**src/rtl/wz_pkg.sv**
```systemverilog
package wz_pkg;
  // How the word field is produced for one transfer
  typedef enum logic [1:0] {
    SEND_RAW    = 2'd0,
    SEND_REPEAT = 2'd1,
    SEND_STEP   = 2'd2
  } wz_send_e;
endpackage

```
**src/rtl/wz_zone_match.sv**
```systemverilog
module wz_zone_match #(
  parameter int ADDR_W = 16,
  parameter int OFF_W  = 4
) (
  input  logic [ADDR_W-1:0] addr_i,
  input  logic [ADDR_W-1:0] base_i,
  output logic              hit_o,
  output logic [OFF_W-1:0]  off_o
);
  localparam int UP_W = ADDR_W - OFF_W + 1;

  logic [ADDR_W-1:0] diff;
  logic [UP_W-1:0]   upper;

  assign diff  = addr_i - base_i;
  // the distance fits when every bit above the signed field copies its sign
  assign upper = diff[ADDR_W-1:OFF_W-1];
  assign hit_o = (upper == '0) || (upper == '1);
  assign off_o = diff[OFF_W-1:0];
endmodule

```
**src/rtl/wz_lru.sv**
```systemverilog
module wz_lru #(
  parameter int NZONE = 4,
  localparam int ZID_W = $clog2(NZONE)
) (
  input  logic             clk,
  input  logic             rst_n,
  input  logic             use_en_i,
  input  logic [ZID_W-1:0] use_id_i,
  output logic [ZID_W-1:0] victim_o
);
  // slot 0 holds the least recent zone, slot NZONE-1 the most recent
  logic [ZID_W-1:0] ord_q [NZONE];
  logic [ZID_W-1:0] ord_d [NZONE];
  logic [ZID_W-1:0] pos;

  always_comb begin
    pos = '0;
    for (int i = 0; i < NZONE; i++) begin
      if (ord_q[i] == use_id_i) pos = ZID_W'(i);
    end
    for (int i = 0; i < NZONE; i++) begin
      if (i == NZONE - 1)       ord_d[i] = use_id_i;
      else if (ZID_W'(i) < pos) ord_d[i] = ord_q[i];
      else                      ord_d[i] = ord_q[i+1];
    end
  end

  always_ff @(posedge clk or negedge rst_n) begin
    if (!rst_n) begin
      for (int i = 0; i < NZONE; i++) ord_q[i] <= ZID_W'(i);
    end else if (use_en_i) begin
      for (int i = 0; i < NZONE; i++) ord_q[i] <= ord_d[i];
    end
  end

  assign victim_o = ord_q[0];
endmodule

```
**src/rtl/wz_addr_encoder.sv**
```systemverilog
module wz_addr_encoder
  import wz_pkg::*;
#(
  parameter int ADDR_W = 16,
  parameter int NZONE  = 4,
  localparam int ZID_W = $clog2(NZONE),
  localparam int OFF_W = $clog2(ADDR_W)
) (
  input  logic              clk,
  input  logic              rst_n,
  input  logic              addr_valid_i,
  input  logic [ADDR_W-1:0] addr_i,
  output logic [ADDR_W-1:0] word_o,
  output logic [ZID_W-1:0]  ident_o,
  output logic              miss_o
);
  // reset: asserted at once, released after two clock edges
  logic [1:0] rst_sync_q;
  logic       rst_int_n;

  always_ff @(posedge clk or negedge rst_n) begin
    if (!rst_n) rst_sync_q <= '0;
    else        rst_sync_q <= {rst_sync_q[0], 1'b1};
  end
  assign rst_int_n = rst_sync_q[1];

  // state
  logic [ADDR_W-1:0] pref_q [NZONE];
  logic [ADDR_W-1:0] pref_d [NZONE];
  logic [OFF_W-1:0]  poff_q [NZONE];
  logic [OFF_W-1:0]  poff_d [NZONE];
  logic [ADDR_W-1:0] word_q, word_d;
  logic [ZID_W-1:0]  ident_q, ident_d;
  logic              miss_q, miss_d;

  // per-zone distance match
  logic              hit_z [NZONE];
  logic [OFF_W-1:0]  off_z [NZONE];

  for (genvar g = 0; g < NZONE; g++) begin : g_zone
    wz_zone_match #(
      .ADDR_W (ADDR_W),
      .OFF_W  (OFF_W)
    ) i_match (
      .addr_i (addr_i),
      .base_i (pref_q[g]),
      .hit_o  (hit_z[g]),
      .off_o  (off_z[g])
    );
  end

  // lowest-numbered hitting zone wins
  logic             any_hit;
  logic [ZID_W-1:0] hit_id;
  logic [OFF_W-1:0] hit_off;

  always_comb begin
    any_hit = 1'b0;
    hit_id  = '0;
    for (int i = NZONE - 1; i >= 0; i--) begin
      if (hit_z[i]) begin
        any_hit = 1'b1;
        hit_id  = ZID_W'(i);
      end
    end
    hit_off = off_z[hit_id];
  end

  // replacement order
  logic [ZID_W-1:0] victim;
  logic [ZID_W-1:0] use_id;

  assign use_id = any_hit ? hit_id : victim;

  wz_lru #(
    .NZONE (NZONE)
  ) i_lru (
    .clk      (clk),
    .rst_n    (rst_int_n),
    .use_en_i (addr_valid_i),
    .use_id_i (use_id),
    .victim_o (victim)
  );

  // one-hot step: flipping the sign bit of the distance gives v + ADDR_W/2
  logic [OFF_W-1:0]  step_pos;
  logic [ADDR_W-1:0] step_code;
  wz_send_e          kind;

  assign step_pos  = {~hit_off[OFF_W-1], hit_off[OFF_W-2:0]};
  assign step_code = ADDR_W'(1) << step_pos;

  always_comb begin
    if (!any_hit)                         kind = SEND_RAW;
    else if (hit_off == poff_q[hit_id])   kind = SEND_REPEAT;
    else                                  kind = SEND_STEP;
  end

  // next state
  always_comb begin
    for (int i = 0; i < NZONE; i++) begin
      pref_d[i] = pref_q[i];
      poff_d[i] = poff_q[i];
    end
    ident_d = ident_q;
    miss_d  = miss_q;
    word_d  = word_q;
    if (addr_valid_i) begin
      case (kind)
        SEND_RAW:    word_d = addr_i;
        SEND_STEP:   word_d = word_q ^ step_code;
        default:     word_d = word_q;
      endcase
      if (any_hit) begin
        miss_d         = 1'b0;
        ident_d        = hit_id;
        pref_d[hit_id] = addr_i;
        poff_d[hit_id] = hit_off;
      end else begin
        miss_d         = 1'b1;
        pref_d[victim] = addr_i;
      end
    end
  end

  // registers
  always_ff @(posedge clk or negedge rst_int_n) begin
    if (!rst_int_n) begin
      for (int i = 0; i < NZONE; i++) begin
        pref_q[i] <= '0;
        poff_q[i] <= '0;
      end
      word_q  <= '0;
      ident_q <= '0;
      miss_q  <= 1'b0;
    end else if (addr_valid_i) begin
      for (int i = 0; i < NZONE; i++) begin
        pref_q[i] <= pref_d[i];
        poff_q[i] <= poff_d[i];
      end
      word_q  <= word_d;
      ident_q <= ident_d;
      miss_q  <= miss_d;
    end
  end

  assign word_o  = word_q;
  assign ident_o = ident_q;
  assign miss_o  = miss_q;
endmodule

```
**config.mk**
```make
export PLATFORM = sky130hd
export DESIGN_NAME = wz_addr_encoder
export DESIGN_NICKNAME = d
export VERILOG_FILES = /design/src/rtl/wz_pkg.sv /design/src/rtl/wz_zone_match.sv /design/src/rtl/wz_lru.sv /design/src/rtl/wz_addr_encoder.sv
export SDC_FILE = /design/constraint.sdc
export NUM_CORES = 1
export LEC_CHECK = 0
export ABC_AREA = 1
export BUFFER_PORTS_ARGS = -buffer_cell sky130_fd_sc_hd__buf_2
export CORE_MARGIN = 1
export CORE_UTILIZATION = 46
export CTS_BUF_LIST = sky130_fd_sc_hd__clkbuf_4
export CTS_CLUSTER_DIAMETER = 200
export CTS_CLUSTER_SIZE = 28
export DETAILED_ROUTE_END_ITERATION = 10
export GPL_ROUTABILITY_DRIVEN = 0
export PLACE_DENSITY = 0.68
export SKIP_LAST_GASP = 1
export SLEW_MARGIN = 15
export SYNTH_ARGS = -nofsm -noshare
export SYNTH_HDL_FRONTEND = slang
export SYNTH_SLANG_ARGS = --single-unit
```
**constraint.sdc**
```tcl
create_clock -name clk -period 7.9 [get_ports clk]
set_input_delay 1.975 -clock clk [delete_from_list [all_inputs] [get_ports clk]]
set_output_delay 1.975 -clock clk [all_outputs]
set_load 0.01 [all_outputs]
```
==> results.yml, run 1 <==
sta:
  fin_crit_ps: 5740
  finalSetupViolCount: 0
  worst_slack_ps: 2160
  fmax_ghz: 0.174
  hold_viol: 0
  setup-tns-final_ps: 0
  worstMarginPinSlew_ps: 936
  drv_slew: 0
  rsz0062_at_grt: "false"
  finalCritPeriodShare_pct: 72.6
  maxSlewHeadroom_pct: 37.4
  clock_skew_ps: 43.6
  fin_hold_ws_ps: 385
logic_synthesis:
  yosys.area.top_type: "dfrtp_1"
  synthArstFlopShare_pct: 100
  postSynthAreaPerCell_um2: 6.10
  ys_seq_area_share_pct: 25.6
  synth-edff-count: 0
  synth_area_leaders: "dfrtp_1 (25%), nand2_1 (21%), nand3_1 (10%), inv_1 (9.8%), ha_1 (7.0%)"
  syn_area_um2: 10700
  yosys.cell_types.count: 42
  ys_warn_count: 0
  syn-num-nets: 1837
  synth.most_common_cell: "nand2_1"
  synth-seq-cells: 109
  ys.flop_type: "dfrtp_1"
  synth_cells: 1754
  yosysTopAreaCellShare_pct: 24.6
  synthTopCellsByCount: "nand2_1 (609), inv_1 (279), nand3_1 (217)"
setup_path:
  crit_fanout: 21
  startpoint: "addr_i[0]"
  r2r_cells: 27
  crit_required_ps: 8380
  reg2reg_to: "word_o[5]"
  endpoint: "word_o[5]"
  r2r_slack_ps: 3530
  critical_path_class: "primary input to flip-flop"
  end_kind: "flip-flop"
  r2r_start: "pref_q[16]"
  cp.arrival_ps: 6210
  start_kind: "primary input"
power_and_ir_drop:
  ir_drop_uv: 187
  p_total_mw: 4.04
  power-per-cell-area_nw_per_um2: 359
  leakage_nw: 6.28
clocking:
  cts-buffers-inserted: 9
  clock_path_buffers: 2
  post_cts.repair.setup_buffers: 0
  cts_hold_buffers: 0
  cts.sinks: 109
  cts_tree: "done"
  root_buffer: "clkbuf_4"
  cts_resized: 0
  htreeDepth: 3
  path_clk_slew_ps: 220
  clk_latency_ps: 540
drt:
  met2_length_mm: 13.9
  drt-met1-wl_mm: 13.8
  drcViolationCount: 0
  drt_pass1_iterations: 5
  ant_nets: 0
  routed.top_layer: "met4"
  wl_mm: 29.9
  vias_per_cell: 5.29
  post_drt_wl_per_cell_um: 14.5
  drt_iter0_drc: 818
  wl_met3_mm: 1.52
  vias: 10900
floorplanning:
  core-area_um2: 22700
  die-area_um2: 23900
  die_h_um: 154
  placementRows: 55
  die_w_um: 154
  start_util_pct: 47.1
  io_pins: 38
placed_design:
  placed_area_um2: 11100
  dp_hpwl_mm: 22.9
  portBuffers: 37
  pre_cts_slack_ps: 1460
global_routing:
  grt_pass1_wl_mm: 49.6
  grt_pass1_vias: 10200
  overflow: 0
  grt_usage_pct: 25.9
  grt_max_degree: 61
  antenna_found_initial: 1
final_layout:
  drive_gt1_share_pct: 8.50
  syn_to_final_growth_pct: 5.16
  nNetsFinal: 1855
  finalInstanceArea_um2: 11200
worst_hold_path:
  hp-class: "flip-flop to flip-flop"
job:
  drv_cap: 0
outcome:
  status: "complete, no violations"
power breakdown:
part / switching, mW / total (mW) / internal, mW
clock: 0.242 / 0.321 / 0.0790
sequential: 0.101 / 0.855 / 0.754
combinational: 1.94 / 2.87 / 0.925
placed cells by master, fill, tap and decap left out, types with 3 or more instances in the layout:
master | Yosys | routed
ha_1 | 60 | 60
xor2_1 | 7 | 7
nor2_2 | 9 | 9
dfrtp_1 | 105 | 104
nand3b_1 | 12 | 12
nand2_4 | 9 | 9
nor2_4 | 6 | 6
a21oi_1 | 39 | 38
and2_1 | 6 | 6
o21ai_0 | 96 | 96
nand3_1 | 217 | 217
nand4_1 | 55 | 55
nand2_2 | 19 | 19
nand3_2 | 17 | 17
inv_1 | 279 | 279
dfstp_2 | 4 | 4
xnor2_1 | 3 | 3
inv_2 | 13 | 13
fa_1 | 4 | 4
nand2_8 | 3 | 3
nand2_1 | 609 | 609
buf_2 | 11 | 37
nor3_2 | 2 | 3
buf_4 | 4 | 7
nor2_1 | 119 | 119
nor3_1 | 7 | 6
clkbuf_4 | 0 | 9
worst max-delay path, cell delays in order:
cell     delay (ps)
buf_2           120
inv_1           180
ha_1            200
inv_1            80
fa_1            470
nand3_1         140
nand2_2          80
nand2_1          80
nand2_1          80
nand3_1         120
nand2_1          80
nand2_1          60
nand2_1          90
nand4_1         100
nor2_1           50
nor2_1          430
nand2_1         150
inv_1            80
nand3_1          70
nand2_1         510
nand2_1         120
nand2_1         100
nor2_2           50
nand2_4         200
nand2_8         150
nand2_4         260
nand3_1         120
nand2_1          70
cell type report:
class	count	area (um^2)
clock buffer	9	67.6
multi-input combinational	1315	6660
clock inverter	7	81.3
timing repair buffer	44	238
tap	285	357
fill	2409	11500
sequential	109	2740
inverter	293	1100
antenna	1	2.50
per-stage QoR:
step	instances	util (%)
global placement	2046	48.8
global route	2063	49.5
CTS	2062	49.5
floorplan	1754	-
detailed placement	2046	48.8
finish	2063	49.5
routing by layer:
metal	vias to the layer above	GRT usage, %
met5	-	0
met4	0	8.20
met3	47	2.69
met2	268	43.8
met1	5005	34.8
li1	5600	-
flip-flops by register name (all words and copies together) (netlist names):
| signal | cells |
|---|---|
| poff_q | 16 |
| miss_o | 1 |
| word_o | 16 |
| ident_o | 2 |
| pref_q | 64 |
| i_lru.ord_q | 6 |
| i_lru.victim_o | 2 |
| rst_sync_q | 2 |
how the worst min path moves through the flow:
stage / slack, ps / endpoint / cells past startpoint / from
floorplan: 330 / rst_sync_q[1] / 0 / rst_sync_q[0]
global placement: 340 / rst_sync_q[1] / 0 / rst_sync_q[0]
detailed placement: 340 / rst_sync_q[1] / 0 / rst_sync_q[0]
global route: 400 / rst_sync_q[1] / 0 / rst_sync_q[0]
finish: 390 / rst_sync_q[1] / 0 / rst_sync_q[0]
CTS: 390 / rst_sync_q[1] / 0 / rst_sync_q[0]
cell families (layout without fill, tap and decap cells):
group / after synthesis / after routing / share of synthesized area [%]
XOR/XNOR: 10 / 10 / 0.819
AND/OR/NAND/NOR: 1094 / 1094 / 46.3
other: 1 / 2 / 0.0351
adder cells (fa/ha/maj): 64 / 64 / 7.77
flip-flops: 109 / 109 / 25.6
buffers and inverters: 330 / 353 / 12.3
multiplexers: 2 / 2 / 0.211
AO/OA/AOI/OAI: 144 / 144 / 7.01
(Power assumes the default switching activity.)
==> inputs of run 2 (changes only) <==
ABC_AREA = 0   (was 1)
clock period = 5.8 ns   (was 7.9 ns; I/O delays follow)
==> run 2 against run 1 <==
Against the previous run:
- clock-buffer cell count increased by 1
- wire length decreased by 8.8%
- synthesized area down 9.7%
- first-iteration DRC count down 24%
- utilization is 3.6 points higher
- largest power group unchanged
- synthesized cell count fell by 31%
- sequential power rose by 19%
- critical path type unchanged
- clock power rose by 37%
- global-route usage fell by 0.22 points
==> results.yml, run 2 <==
placed_design:
  portBuffers: 37
  placedCellCount: 1561
  dp_hpwl_mm: 20.6
outcome:
  status: "complete, no violations"
clocking:
  htreeDepth: 3
  cts_tree: "done"
  path_clk_slew_ps: 190
  cts_hold_buffers: 0
  root_buffer: "clkbuf_4"
  cts.sinks: 109
  cts_resized: 0
  post_cts.repair.setup_buffers: 0
  clock_path_buffers: 2
  cts-buffers-inserted: 9
  clk_latency_ps: 500
setup_path:
  r2r_cells: 17
  critPathMaxStageDelay_ps: 520
  critical_path_class: "primary input to flip-flop"
  worst_path_most_repeated_cell: "inv_1"
  r2r_slack_ps: 1250
  end_kind: "flip-flop"
  crit_buf_inv: 5
  reg2reg_to: "word_o[1]"
  start_kind: "primary input"
  crit_fanout: 32
  path_cells: "buf_2 > inv_1 > ha_1 > inv_1 > fa_1 > a211oi_2 > o211ai_1 > a41oi_2 > a21oi_1 > xnor2_1 > nor3_1 > o2bb2ai_4 > buf_4 > nor4_2 > nor2_1 > o211ai_2 > xor2_1 > nand4_2 > buf_12 > a41o_1 > a31o_1"
  cp_top_family: "compound AO/OA/AOI/OAI gates"
  cp.arrival_ps: 5840
  r2r_start: "pref_q[0]"
  crit_required_ps: 6230
  slowest_stage: "nor4_2"
floorplanning:
  die_w_um: 147
  core-area_um2: 20400
  die-area_um2: 21600
  die_h_um: 147
  placementRows: 52
  io_pins: 38
  start_util_pct: 47.3
final_layout:
  layout_commonest_cell: "nand2_1"
  largest_reg_flops: 64
  nNetsFinal: 1385
  finish.utilization_pct: 53.2
  n_antenna_cell: 0
  instances_no_fill: 1577
  syn_to_final_growth_pct: 12.5
  largest_register: "pref_q"
  drive_gt1_share_pct: 15.5
  mostFrequentLayoutCells: "nand2_1 (197), o21ai_0 (108), dfrtp_1 (104)"
  n_fill_cell: 1993
sta:
  clock_skew_ps: 23.5
  drv_slew: 0
  rsz0062_at_grt: "false"
  finalSetupViolCount: 0
  maxSlewHeadroom_pct: 46.8
  worstMarginPinSlew_ps: 798
  setup-tns-final_ps: 0
  finalCritPeriodShare_pct: 93.4
  fin_hold_ws_ps: 369
  fmax_ghz: 0.185
  hold_viol: 0
  fin_crit_ps: 5420
logic_synthesis:
  syn-num-nets: 1299
  synthTopCellsByCount: "nand2_1 (197), o21ai_0 (108), dfrtp_1 (105)"
  synth.most_common_cell: "nand2_1"
  ys.flop_type: "dfrtp_1"
  yosysTopAreaCellShare_pct: 27.2
  ys_seq_area_share_pct: 28.3
  ys_warn_count: 0
  synthArstFlopShare_pct: 100
  yosys.cell_types.count: 89
  yosys.area.top_type: "dfrtp_1"
  synth-edff-count: 0
  syn_area_um2: 9660
  synth-seq-cells: 109
  synth_area_leaders: "dfrtp_1 (27%), ha_1 (7.8%), nand2_1 (7.7%), o21ai_0 (5.6%), a21oi_1 (3.4%)"
  postSynthAreaPerCell_um2: 7.94
  synth_cells: 1216
power_and_ir_drop:
  ir_drop_uv: 193
  leakage_nw: 4.70
  p_total_mw: 3.93
  power-per-cell-area_nw_per_um2: 362
drt:
  wl_mm: 27.2
  drcViolationCount: 0
  ant_nets: 0
  vias_per_cell: 5.93
  vias: 9347
  post_drt_wl_per_cell_um: 17.3
  drt_pass1_iterations: 5
  drt_iter0_drc: 623
job:
  drv_cap: 0
global_routing:
  overflow: 0
  grt_pass1_vias: 8576
  grt_usage_pct: 25.7
  grt_max_degree: 62
  grt_pass1_wl_mm: 44.2
  antenna_found_initial: 0
worst_hold_path:
  hp-class: "flip-flop to asynchronous set/reset pin"
run 2: metrics by stage:
stage                     worst slack, ps  instance area (um^2)
after floorplan                       476                  9660
after global placement              -19.2                 10700
after detailed placement             -122                 10700
after CTS                             425                 10900
after global routing                 22.5                 10900
final                                 382                 10900
run 2: cells by family (layout without fill, tap and decap cells):
logic type / after synthesis / count (layout) / share of synthesized area (%)
AND/OR/NAND/NOR: 462 / 462 / 23.7
AO/OA/AOI/OAI: 373 / 373 / 26.8
buffers and inverters: 139 / 230 / 5.95
flip-flops: 109 / 109 / 28.3
adder cells (fa/ha/maj): 64 / 64 / 8.60
XOR/XNOR: 47 / 47 / 4.26
multiplexers: 21 / 21 / 2.36
other: 1 / 1 / 0.0388
run 2: area by class of cell:
| class | count | area, um^2 | area share [%] |
|---|---|---|---|
| inverters | 82 | 308 | 2.83 |
| clock buffers | 10 | 75.1 | 0.691 |
| clock inverters | 6 | 76.3 | 0.703 |
| well taps | 270 | 338 | 3.11 |
| multi-input cells | 968 | 6350 | 58.5 |
| flip-flops and latches | 109 | 2740 | 25.2 |
| repair buffers | 132 | 973 | 8.96 |
run 2: worst max-delay path by stage:
stage                         start    endpoint  cells past startpoint
after floorplan           addr_i[0]  pref_q[48]                     19
after global placement    addr_i[0]   word_o[1]                     21
after detailed placement  addr_i[0]   word_o[1]                     21
after CTS                 addr_i[0]   word_o[1]                     21
after global routing      addr_i[0]  word_o[14]                     20
final                     addr_i[0]   word_o[1]                     21
run 2: power by group:
part,internal [mW],leakage (nW),switching (mW)
registers,0.923,1.40,0.101
clock network,0.145,0.0839,0.295
logic,1.01,3.21,1.46
run 2: layer usage:
layer,track usage [%],share of wire (%),vias to the layer above
li1,-,-,4597
met1,36.7,48,4453
met2,40.2,45,260
met3,3.35,5.0,37
met4,8.18,2.5,0
met5,0,0,-
